[src/rtl/netctl_csr_pkg.sv]
package netctl_csr_pkg;
  localparam int CSR_W     = 16;
  localparam int NUM_FLAGS = 7;

  localparam int B_INIT    = 0;
  localparam int B_STRT    = 1;
  localparam int B_STOP    = 2;
  localparam int B_TDMD    = 3;
  localparam int B_TXON    = 4;
  localparam int B_RXON    = 5;
  localparam int B_INEA    = 6;
  localparam int B_INTR    = 7;
  localparam int B_FLAG_LO = 8;
  localparam int B_ERR     = 15;

  localparam int F_IDON = 0;
  localparam int F_TINT = 1;
  localparam int F_RINT = 2;
  localparam int F_MERR = 3;
  localparam int F_MISS = 4;
  localparam int F_CERR = 5;
  localparam int F_BABL = 6;

  localparam logic [NUM_FLAGS-1:0] ERR_MASK  = 7'b111_1000;
  localparam logic [NUM_FLAGS-1:0] INTR_MASK = 7'b101_1111;
endpackage

[src/rtl/netctl_flag_bank.sv]
module netctl_flag_bank #(
  parameter int N = 7
) (
  input  logic         clk,
  input  logic         rst,
  input  logic         clr_all,
  input  logic [N-1:0] ev,
  input  logic [N-1:0] w1c,
  output logic [N-1:0] flags_q
);
  for (genvar i = 0; i < N; i++) begin : g_flag
    always_ff @(posedge clk) begin
      if (rst || clr_all) flags_q[i] <= 1'b0;
      else if (ev[i])     flags_q[i] <= 1'b1;
      else if (w1c[i])    flags_q[i] <= 1'b0;
    end
  end

  // an event is captured, and a one-write without an event clears
  p_ev_sets_r6: assert property (@(posedge clk) disable iff (rst)
    !clr_all |=> ((flags_q & $past(ev)) == $past(ev)));
  p_w1c_r6: assert property (@(posedge clk) disable iff (rst)
    !clr_all |=> ((flags_q & $past(w1c & ~ev)) == '0));
endmodule

[src/rtl/netctl_cmd_ctrl.sv]
module netctl_cmd_ctrl (
  input  logic clk,
  input  logic rst,
  input  logic wr_en,
  input  logic wr_init,
  input  logic wr_strt,
  input  logic wr_stop,
  input  logic wr_tdmd,
  input  logic wr_inea,
  input  logic tdmd_ack,
  output logic clr_all,
  output logic init_q,
  output logic strt_q,
  output logic stop_q,
  output logic tdmd_q,
  output logic inea_q
);
  logic go_ok;

  assign clr_all = wr_en & wr_stop;
  assign go_ok   = wr_en & stop_q & (wr_init | wr_strt) & ~wr_stop;

  always_ff @(posedge clk) begin
    if (rst || clr_all) begin
      stop_q <= 1'b1;
      init_q <= 1'b0;
      strt_q <= 1'b0;
      tdmd_q <= 1'b0;
      inea_q <= 1'b0;
    end else begin
      if (go_ok) begin
        init_q <= init_q | wr_init;
        strt_q <= strt_q | wr_strt;
        stop_q <= 1'b0;
      end
      if (wr_en) inea_q <= wr_inea;
      if (wr_en && wr_tdmd) tdmd_q <= 1'b1;
      else if (tdmd_ack)    tdmd_q <= 1'b0;
    end
  end

  // stop excludes the run commands and wipes state when written
  p_stop_excl_r7: assert property (@(posedge clk) disable iff (rst)
    stop_q |-> !(init_q || strt_q));
  p_stop_wipe_r7: assert property (@(posedge clk) disable iff (rst)
    clr_all |=> (stop_q && !init_q && !strt_q && !tdmd_q && !inea_q));
  // a run command only appears out of the stopped state
  p_go_gate_r8: assert property (@(posedge clk) disable iff (rst)
    ($rose(init_q) || $rose(strt_q)) |-> $past(stop_q));
  // an acknowledge without a new demand write drops the demand
  p_tdmd_ack_r11: assert property (@(posedge clk) disable iff (rst)
    (tdmd_ack && !wr_en) |=> !tdmd_q);
endmodule

[src/rtl/netctl_link_en.sv]
module netctl_link_en (
  input  logic clk,
  input  logic rst,
  input  logic clr_all,
  input  logic strt,
  input  logic idon,
  input  logic merr,
  input  logic tx_fatal,
  input  logic rx_dis,
  input  logic tx_dis,
  output logic rx_on,
  output logic tx_on
);
  logic ready, ready_q;

  assign ready = strt & idon;

  always_ff @(posedge clk) begin
    if (rst || clr_all) begin
      rx_on   <= 1'b0;
      tx_on   <= 1'b0;
      ready_q <= 1'b0;
    end else begin
      ready_q <= ready;
      if (merr) begin
        rx_on <= 1'b0;
        tx_on <= 1'b0;
      end else begin
        if (ready && !ready_q) begin
          if (!rx_dis) rx_on <= 1'b1;
          if (!tx_dis) tx_on <= 1'b1;
        end
        if (tx_fatal) tx_on <= 1'b0;
      end
    end
  end

  // memory timeout and transmit failures shut the paths
  p_merr_off_r10: assert property (@(posedge clk) disable iff (rst)
    merr |=> (!rx_on && !tx_on));
  p_fatal_off_r10: assert property (@(posedge clk) disable iff (rst)
    tx_fatal |=> !tx_on);
  // an enable only rises after start and init done
  p_rx_cause_r9: assert property (@(posedge clk) disable iff (rst)
    $rose(rx_on) |-> $past(strt && idon));
  p_tx_cause_r9: assert property (@(posedge clk) disable iff (rst)
    $rose(tx_on) |-> $past(strt && idon));
endmodule

[src/rtl/netctl_csr.sv]
module netctl_csr
  import netctl_csr_pkg::*;
#(
  parameter int DATA_W = CSR_W
) (
  input  logic              clk,
  input  logic              rst,
  input  logic              csr_sel,
  input  logic              csr_we,
  input  logic [DATA_W-1:0] csr_wdata,
  output logic [DATA_W-1:0] csr_rdata,
  input  logic              ev_babble,
  input  logic              ev_hb_fail,
  input  logic              ev_missed,
  input  logic              ev_mem_timeout,
  input  logic              ev_rx_done,
  input  logic              ev_tx_done,
  input  logic              ev_init_done,
  input  logic              ev_tdmd_ack,
  input  logic              ev_tx_fatal,
  input  logic              rx_disable,
  input  logic              tx_disable,
  output logic              cmd_init,
  output logic              cmd_start,
  output logic              cmd_stop,
  output logic              cmd_tdmd,
  output logic              rx_enable,
  output logic              tx_enable,
  output logic              irq,
  output logic              cfg_access
);
  localparam int FLAG_HI = B_FLAG_LO + NUM_FLAGS - 1;

  logic                 wr_en, clr_all;
  logic                 init_q, strt_q, stop_q, tdmd_q, inea_q;
  logic                 rx_on, tx_on, err_sum, intr_sum, irq_q;
  logic [NUM_FLAGS-1:0] ev_vec, w1c_vec, flags_q;
  logic [DATA_W-1:0]    word, rdata_q;
  logic                 unused_wbits;

  assign wr_en = csr_sel & csr_we;

  always_comb begin
    ev_vec         = '0;
    ev_vec[F_IDON] = ev_init_done;
    ev_vec[F_TINT] = ev_tx_done;
    ev_vec[F_RINT] = ev_rx_done;
    ev_vec[F_MERR] = ev_mem_timeout;
    ev_vec[F_MISS] = ev_missed;
    ev_vec[F_CERR] = ev_hb_fail;
    ev_vec[F_BABL] = ev_babble;
  end

  assign w1c_vec      = wr_en ? csr_wdata[FLAG_HI:B_FLAG_LO] : '0;
  assign unused_wbits = ^{csr_wdata[B_ERR], csr_wdata[B_INTR],
                          csr_wdata[B_RXON], csr_wdata[B_TXON]};

  netctl_cmd_ctrl u_cmd (
    .clk      (clk),
    .rst      (rst),
    .wr_en    (wr_en),
    .wr_init  (csr_wdata[B_INIT]),
    .wr_strt  (csr_wdata[B_STRT]),
    .wr_stop  (csr_wdata[B_STOP]),
    .wr_tdmd  (csr_wdata[B_TDMD]),
    .wr_inea  (csr_wdata[B_INEA]),
    .tdmd_ack (ev_tdmd_ack),
    .clr_all  (clr_all),
    .init_q   (init_q),
    .strt_q   (strt_q),
    .stop_q   (stop_q),
    .tdmd_q   (tdmd_q),
    .inea_q   (inea_q)
  );

  netctl_flag_bank #(.N(NUM_FLAGS)) u_flags (
    .clk     (clk),
    .rst     (rst),
    .clr_all (clr_all),
    .ev      (ev_vec),
    .w1c     (w1c_vec),
    .flags_q (flags_q)
  );

  netctl_link_en u_link (
    .clk      (clk),
    .rst      (rst),
    .clr_all  (clr_all),
    .strt     (strt_q),
    .idon     (flags_q[F_IDON]),
    .merr     (flags_q[F_MERR]),
    .tx_fatal (ev_tx_fatal),
    .rx_dis   (rx_disable),
    .tx_dis   (tx_disable),
    .rx_on    (rx_on),
    .tx_on    (tx_on)
  );

  assign err_sum  = |(flags_q & ERR_MASK);
  assign intr_sum = |(flags_q & INTR_MASK);

  always_comb begin
    word                     = '0;
    word[B_ERR]              = err_sum;
    word[FLAG_HI:B_FLAG_LO]  = flags_q;
    word[B_INTR]             = intr_sum;
    word[B_INEA]             = inea_q;
    word[B_RXON]             = rx_on;
    word[B_TXON]             = tx_on;
    word[B_TDMD]             = tdmd_q;
    word[B_STOP]             = stop_q;
    word[B_STRT]             = strt_q;
    word[B_INIT]             = init_q;
  end

  always_ff @(posedge clk) begin
    if (rst) begin
      rdata_q <= '0;
      irq_q   <= 1'b0;
    end else begin
      rdata_q <= csr_sel ? word : '0;
      irq_q   <= intr_sum & inea_q;
    end
  end

  assign csr_rdata  = rdata_q;
  assign irq        = irq_q;
  assign cmd_init   = init_q;
  assign cmd_start  = strt_q;
  assign cmd_stop   = stop_q;
  assign cmd_tdmd   = tdmd_q;
  assign rx_enable  = rx_on;
  assign tx_enable  = tx_on;
  assign cfg_access = stop_q;

  // a pending, enabled interrupt reaches the request pin next cycle
  p_irq_r5: assert property (@(posedge clk) disable iff (rst)
    (intr_sum && inea_q) |=> irq);
  // an unselected cycle returns zero read data
  p_rd_idle_r2: assert property (@(posedge clk) disable iff (rst)
    !csr_sel |=> (csr_rdata == '0));
  // the error summary is never set with no error flag behind it
  p_err_r3: assert property (@(posedge clk) disable iff (rst)
    (csr_sel && (flags_q & ERR_MASK) == '0) |=> !csr_rdata[B_ERR]);
endmodule

[config.mk]
export PLATFORM = sky130hd
export DESIGN_NAME = netctl_csr
export DESIGN_NICKNAME = d
export VERILOG_FILES = /design/src/rtl/netctl_csr_pkg.sv /design/src/rtl/netctl_flag_bank.sv /design/src/rtl/netctl_cmd_ctrl.sv /design/src/rtl/netctl_link_en.sv /design/src/rtl/netctl_csr.sv
export SDC_FILE = /design/constraint.sdc
export NUM_CORES = 1
export LEC_CHECK = 0
export ABC_AREA = 1
export BUFFER_PORTS_ARGS = -buffer_cell sky130_fd_sc_hd__buf_2
export CAP_MARGIN = 5
export CORE_MARGIN = 5
export CORE_UTILIZATION = 43
export DETAILED_ROUTE_END_ITERATION = 8
export HOLD_SLACK_MARGIN = 0.02
export PLACE_DENSITY = 0.76
export SETUP_SLACK_MARGIN = 0.5
export SYNTH_ARGS = -nofsm -noshare
export SYNTH_HDL_FRONTEND = slang
export SYNTH_SLANG_ARGS = --single-unit
[constraint.sdc]
create_clock -name clk -period 0.95 [get_ports clk]
set_input_delay 0.19 -clock clk [delete_from_list [all_inputs] [get_ports clk]]
set_output_delay 0.19 -clock clk [all_outputs]
set_load 0.03 [all_outputs]
-- After elaboration in Yosys (flattened, before gate mapping)
Cells that the tools add are included.
- register bits: 32
- bits of input ports: 31
- output and inout port bits: 24
- muxes and demuxes: 17
- bitwise gates (word level): 14
- reduce and logical (&&, ||, !) cells: 19
- operator list (cell ; count):
    $mux 1 ; 16
    $reduce_bool 2->1 ; 8
    $and 1x1->1 ; 7
    $mux 7 ; 1
    $reduce_or 6->1 ; 1
    $not 1->1 ; 4
    $reduce_and 2->1 ; 2
    $reduce_or 2->1 ; 2
    $reduce_or 4->1 ; 1
    $or 1x1->1 ; 3
    $reduce_or 3->1 ; 1
    $logic_and 1x1->1 ; 2
    $logic_not 1->1 ; 1
    $logic_or 1x1->1 ; 1

-- Longest topological paths before layout
- word-level depth: 4
- mapped depth: 5

-- By module
From an unflattened synthesis, not the netlist that was laid out.
- cells, all modules: 167
- area total of the unflattened synthesis: 1271.2 um2
- by module, submodules not included (module ; times used ; cells an instance ; area an instance (um2) ; sequential area each (um2)):
    netctl_csr ; 1 ; 77 ; 611.8 ; 340.3
    netctl_flag_bank ; 1 ; 38 ; 299.0 ; 140.1
    netctl_cmd_ctrl ; 1 ; 33 ; 221.5 ; 100.1
    netctl_link_en ; 1 ; 19 ; 138.9 ; 60.1

-- Worst setup path after synthesis
No wires, ideal clock.
- path kind: reg2reg
- start: reg u_cmd.stop_q
- end: reg u_cmd.stop_q
- setup time: 0.114 ns
- data arrival time: 0.928 ns
- data required time: 0.836 ns
- path slack: -0.092 ns
- stages on the path, launching flop included: 6
- buffers on the path: 0
- clock period less this slack: 1.042 ns
- path through: dfxtp_1 -> inv_1 -> nor2_1 -> nand3_1 -> nand2_1 -> nand2_1
- longest elaborated chain between the ends: 3
- RTL lines (element ; line ; text):
    start: declaration ; netctl_cmd_ctrl.sv:14 ; output logic stop_q,
    start signal: assignment ; netctl_cmd_ctrl.sv:25 ; stop_q <= 1'b1;
    start signal: assignment ; netctl_cmd_ctrl.sv:34 ; stop_q <= 1'b0;
    $and 1x1->1 (3 in a row) ; netctl_cmd_ctrl.sv:21 ; assign go_ok = wr_en & stop_q & (wr_init | wr_strt) & ~wr_stop;
Every way passes these cells.
A chain may end at the register's enable or synchronous reset.

-- Worst setup path after layout
- start: reg u_cmd.stop_q
- end: reg u_cmd.init_q
- longest elaborated chain between the ends: 3
- RTL lines (element ; line ; text):
    $and 1x1->1 (3 in a row) ; netctl_cmd_ctrl.sv:21 ;
    end signal: assignment ; netctl_cmd_ctrl.sv:32 ; init_q <= init_q | wr_init;
    end: declaration ; netctl_cmd_ctrl.sv:12 ; output logic init_q,
Every way passes these cells.

==> results.sh <==
export IMPL_status="finished with violations"
export IMPL_violations="negative setup slack"
export IMPL_io_buffers=50
export IMPL_grt_pass1_wl_um=5313
export IMPL_p_leak_nw=0.9817
export IMPL_slew_headroom=0.8538
export IMPL_ys_warn_count=0
export IMPL_min_period_over_period=1.138
export IMPL_io_pins=55
export IMPL_clkSlewWorstSetupHoldPaths_ns=0.10
export IMPL_ant_nets=0
export IMPL_syn_area_mm2=0.001085
export IMPL_fin_crit_ns=1.081
export IMPL_antenna_found_initial=0
export IMPL_whs_path_depth=3
export IMPL_yosys_top_cells_area="dfxtp_1 59%, inv_1 13%, nor2_1 7.3%, a21oi_1 6.0%, nand2_1 4.5%"
export IMPL_cts_tree="built"
export IMPL_drt_total_wl_um=3563
export IMPL_netlist_area_leader_share=0.5905
export IMPL_max_freq_mhz=925.2
export IMPL_tightest_slew_ns=0.2191
export IMPL_synth_mux_area_frac=0
export IMPL_finalHoldViolCount=0
export IMPL_synth_top_family_by_area="simple AND/OR/NAND/NOR gates"
export IMPL_fillers=121
export IMPL_nNetsFinal=239
export IMPL_yosys_register_bits=32
export IMPL_rr_worst_depth=6
export IMPL_critical_path_max_fanout=3
export IMPL_yosys_area_top_type="dfxtp_1"
export IMPL_finalMaxSlewViolations=0
export IMPL_grt_util_all_layers=0.2017
export IMPL_drtPass1Iterations=4
export IMPL_dpl_hpwl_um=1980
export IMPL_synth_cells=137
export IMPL_crit_arrival_ns=1.34
export IMPL_power_density_mw_per_mm2=1383
export IMPL_grt_overflow=0
export IMPL_grt_pass1_vias=1174
export IMPL_holdPathEnd="u_flags.flags_q[6]"
export IMPL_initial_core_util=0.4419
export IMPL_row_count=18
export IMPL_holdWs_ns=0.07169
export IMPL_place_ws_ns=0.01399
export IMPL_synth_compound_area_frac=0.09804
export IMPL_routabilityCongestion=0.7649
export IMPL_reg2reg_setup_slack_ns=-0.13
export IMPL_die_w_um=60.23
export IMPL_dieArea_mm2=0.003627
export IMPL_clk_path_buf_depth=2
export IMPL_drv_cap=0
export IMPL_syn_to_final_growth_pct=94.46
export IMPL_antenna_cells=0
export IMPL_drt_initial_drc_count=20
export IMPL_die_h_um=60.23
export IMPL_worstSetupPathType="flip-flop to flip-flop"
export IMPL_wl_per_cell_um=14.91
export IMPL_critPathRequiredTime_ns=1.21
export IMPL_r2r_start="u_cmd.stop_q"
export IMPL_grt_max_degree=17
export IMPL_yosysSeqAreaShare=0.5905
export IMPL_vias_per_cell=4.724
export IMPL_fin_skew_ns=0.008465
export IMPL_synthXorXnorAreaFrac=0
export IMPL_hp_class="input port to flip-flop"
export IMPL_hold_buffers=0
export IMPL_drc=0
export IMPL_htree_num_levels=2
export IMPL_vias=1129
export IMPL_avgSynthCellArea_um2=7.918
export IMPL_ir_drop_v=0.001710
export IMPL_drive_above_1_share=0.7656
export IMPL_crit_path_end_kind="flip-flop"
export IMPL_min_delay_start="ev_babble"
export IMPL_setup_viol=27
export IMPL_ys_types=12
export IMPL_yosys_area_share_simple=0.1580
export IMPL_finalWorstSetupSlack_ns=-0.1309
export IMPL_cts_buffers=5
export IMPL_cts_sinks=32
export IMPL_critPathLaunchType="flip-flop"
export IMPL_r2r_end="u_cmd.init_q"
export IMPL_root_buffer="clkbuf_4"
export IMPL_coreArea_mm2=0.002455
export IMPL_largest_register_ff_count=16
export IMPL_clock_latency_ns=0.33
export IMPL_rsz0062_at_grt="true"
export IMPL_synthAdderAreaFrac=0
export IMPL_synth_fp_nets=168
-- how the worst max path moves through the flow --
stage                            start           end  slack [ns]  depth (start not counted)
after global routing      u_cmd.stop_q  u_cmd.init_q       -0.17                          6
after detailed placement       csr_sel  u_cmd.tdmd_q        0.01                          4
after global placement         csr_sel  u_cmd.tdmd_q        0.05                          4
after CTS                 u_cmd.stop_q    cfg_access       -0.09                          1
after floorplan           u_cmd.tdmd_q  u_cmd.tdmd_q        0.13                          3
final                     u_cmd.stop_q  u_cmd.init_q       -0.13                          6
-- metal layers --
metal | up-vias | GRT usage | wire [um]
met5 | - | 0 | 0
met4 | 0 | 0.08544 | 148
met3 | 16 | 0.07559 | 216
met2 | 43 | 0.3519 | 1978
met1 | 523 | 0.2156 | 1219
li1 | 547 | - | -
-- repair_timing --
action,in CTS,in global routing
buffers inserted,13,4
pin swaps,17,6
setup endpoints to repair,56,56
resized for setup,89,30
-- cells by family (layout without fill, tap and decap cells) --
kind of cell	after synthesis	after routing
AND/OR/NAND/NOR	42	42
AO/OA/AOI/OAI	21	21
flip-flops	32	32
buffers and inverters	42	114
-- through the flow --
| stage | TNS, ns | cell area, um^2 | power (W) | cells | util |
|---|---|---|---|---|---|
| floorplan | 0 | 1289 | 0.001622 | 137 | - |
| global placement | 0 | 1543 | 0.001726 | 214 | 0.6284 |
| detailed placement | 0 | 1543 | 0.001739 | 214 | 0.6284 |
| CTS | -1.671 | 1991 | 0.002852 | 235 | 0.8109 |
| global route | -2.528 | 2110 | 0.003033 | 239 | 0.8593 |
| finish | -1.585 | 2110 | 0.002916 | 239 | 0.8593 |
-- synth_stat cells (all sizes together) --
cell,number
inv,39
dfxtp,32
nor2,21
a21oi,13
nand2,13
o21ai,7
nand3,5
buf,3
nand4,2
a31oi,1
or2,1
-- power breakdown --
part	total, W	internal [W]	leakage (nW)	switching, W
Sequential	0.00140	0.00135	0.282	0.0000496
Combinational	0.000512	0.000234	0.660	0.000279
Clock	0.00101	0.000537	0.0403	0.000469
Total	0.00292	0.00212	0.982	0.000798
-- cell usage in the layout, fill, tap and decap left out, drive strengths merged, types with 2 or more instances in the layout --
cell	n
a21oi	13
buf	67
clkbuf	5
clkinv	2
dfxtp	32
inv	39
nand2	13
nand3	5
nand4	2
nor2	21
o21ai	7
-- final cells by class --
class,count,area (um^2),area share
inverters,39,173.9,0.08244
repair buffers,67,586.8,0.2782
clock buffers,5,37.54,0.01779
flip-flops and latches,32,747.0,0.3541
clock inverters,3,37.54,0.01779
well taps,30,37.54,0.01779
multi-input cells,63,489.2,0.2319
-- critical path: stages, from the launching register on --
cell and delay, ns:
dfxtp_4 0.38, buf_4 0.11, buf_6 0.10, inv_4 0.03, nor2_4 0.12, nand3_2 0.11, a21oi_2 0.16
No activity file was read; power rests on OpenSTA's default activity.
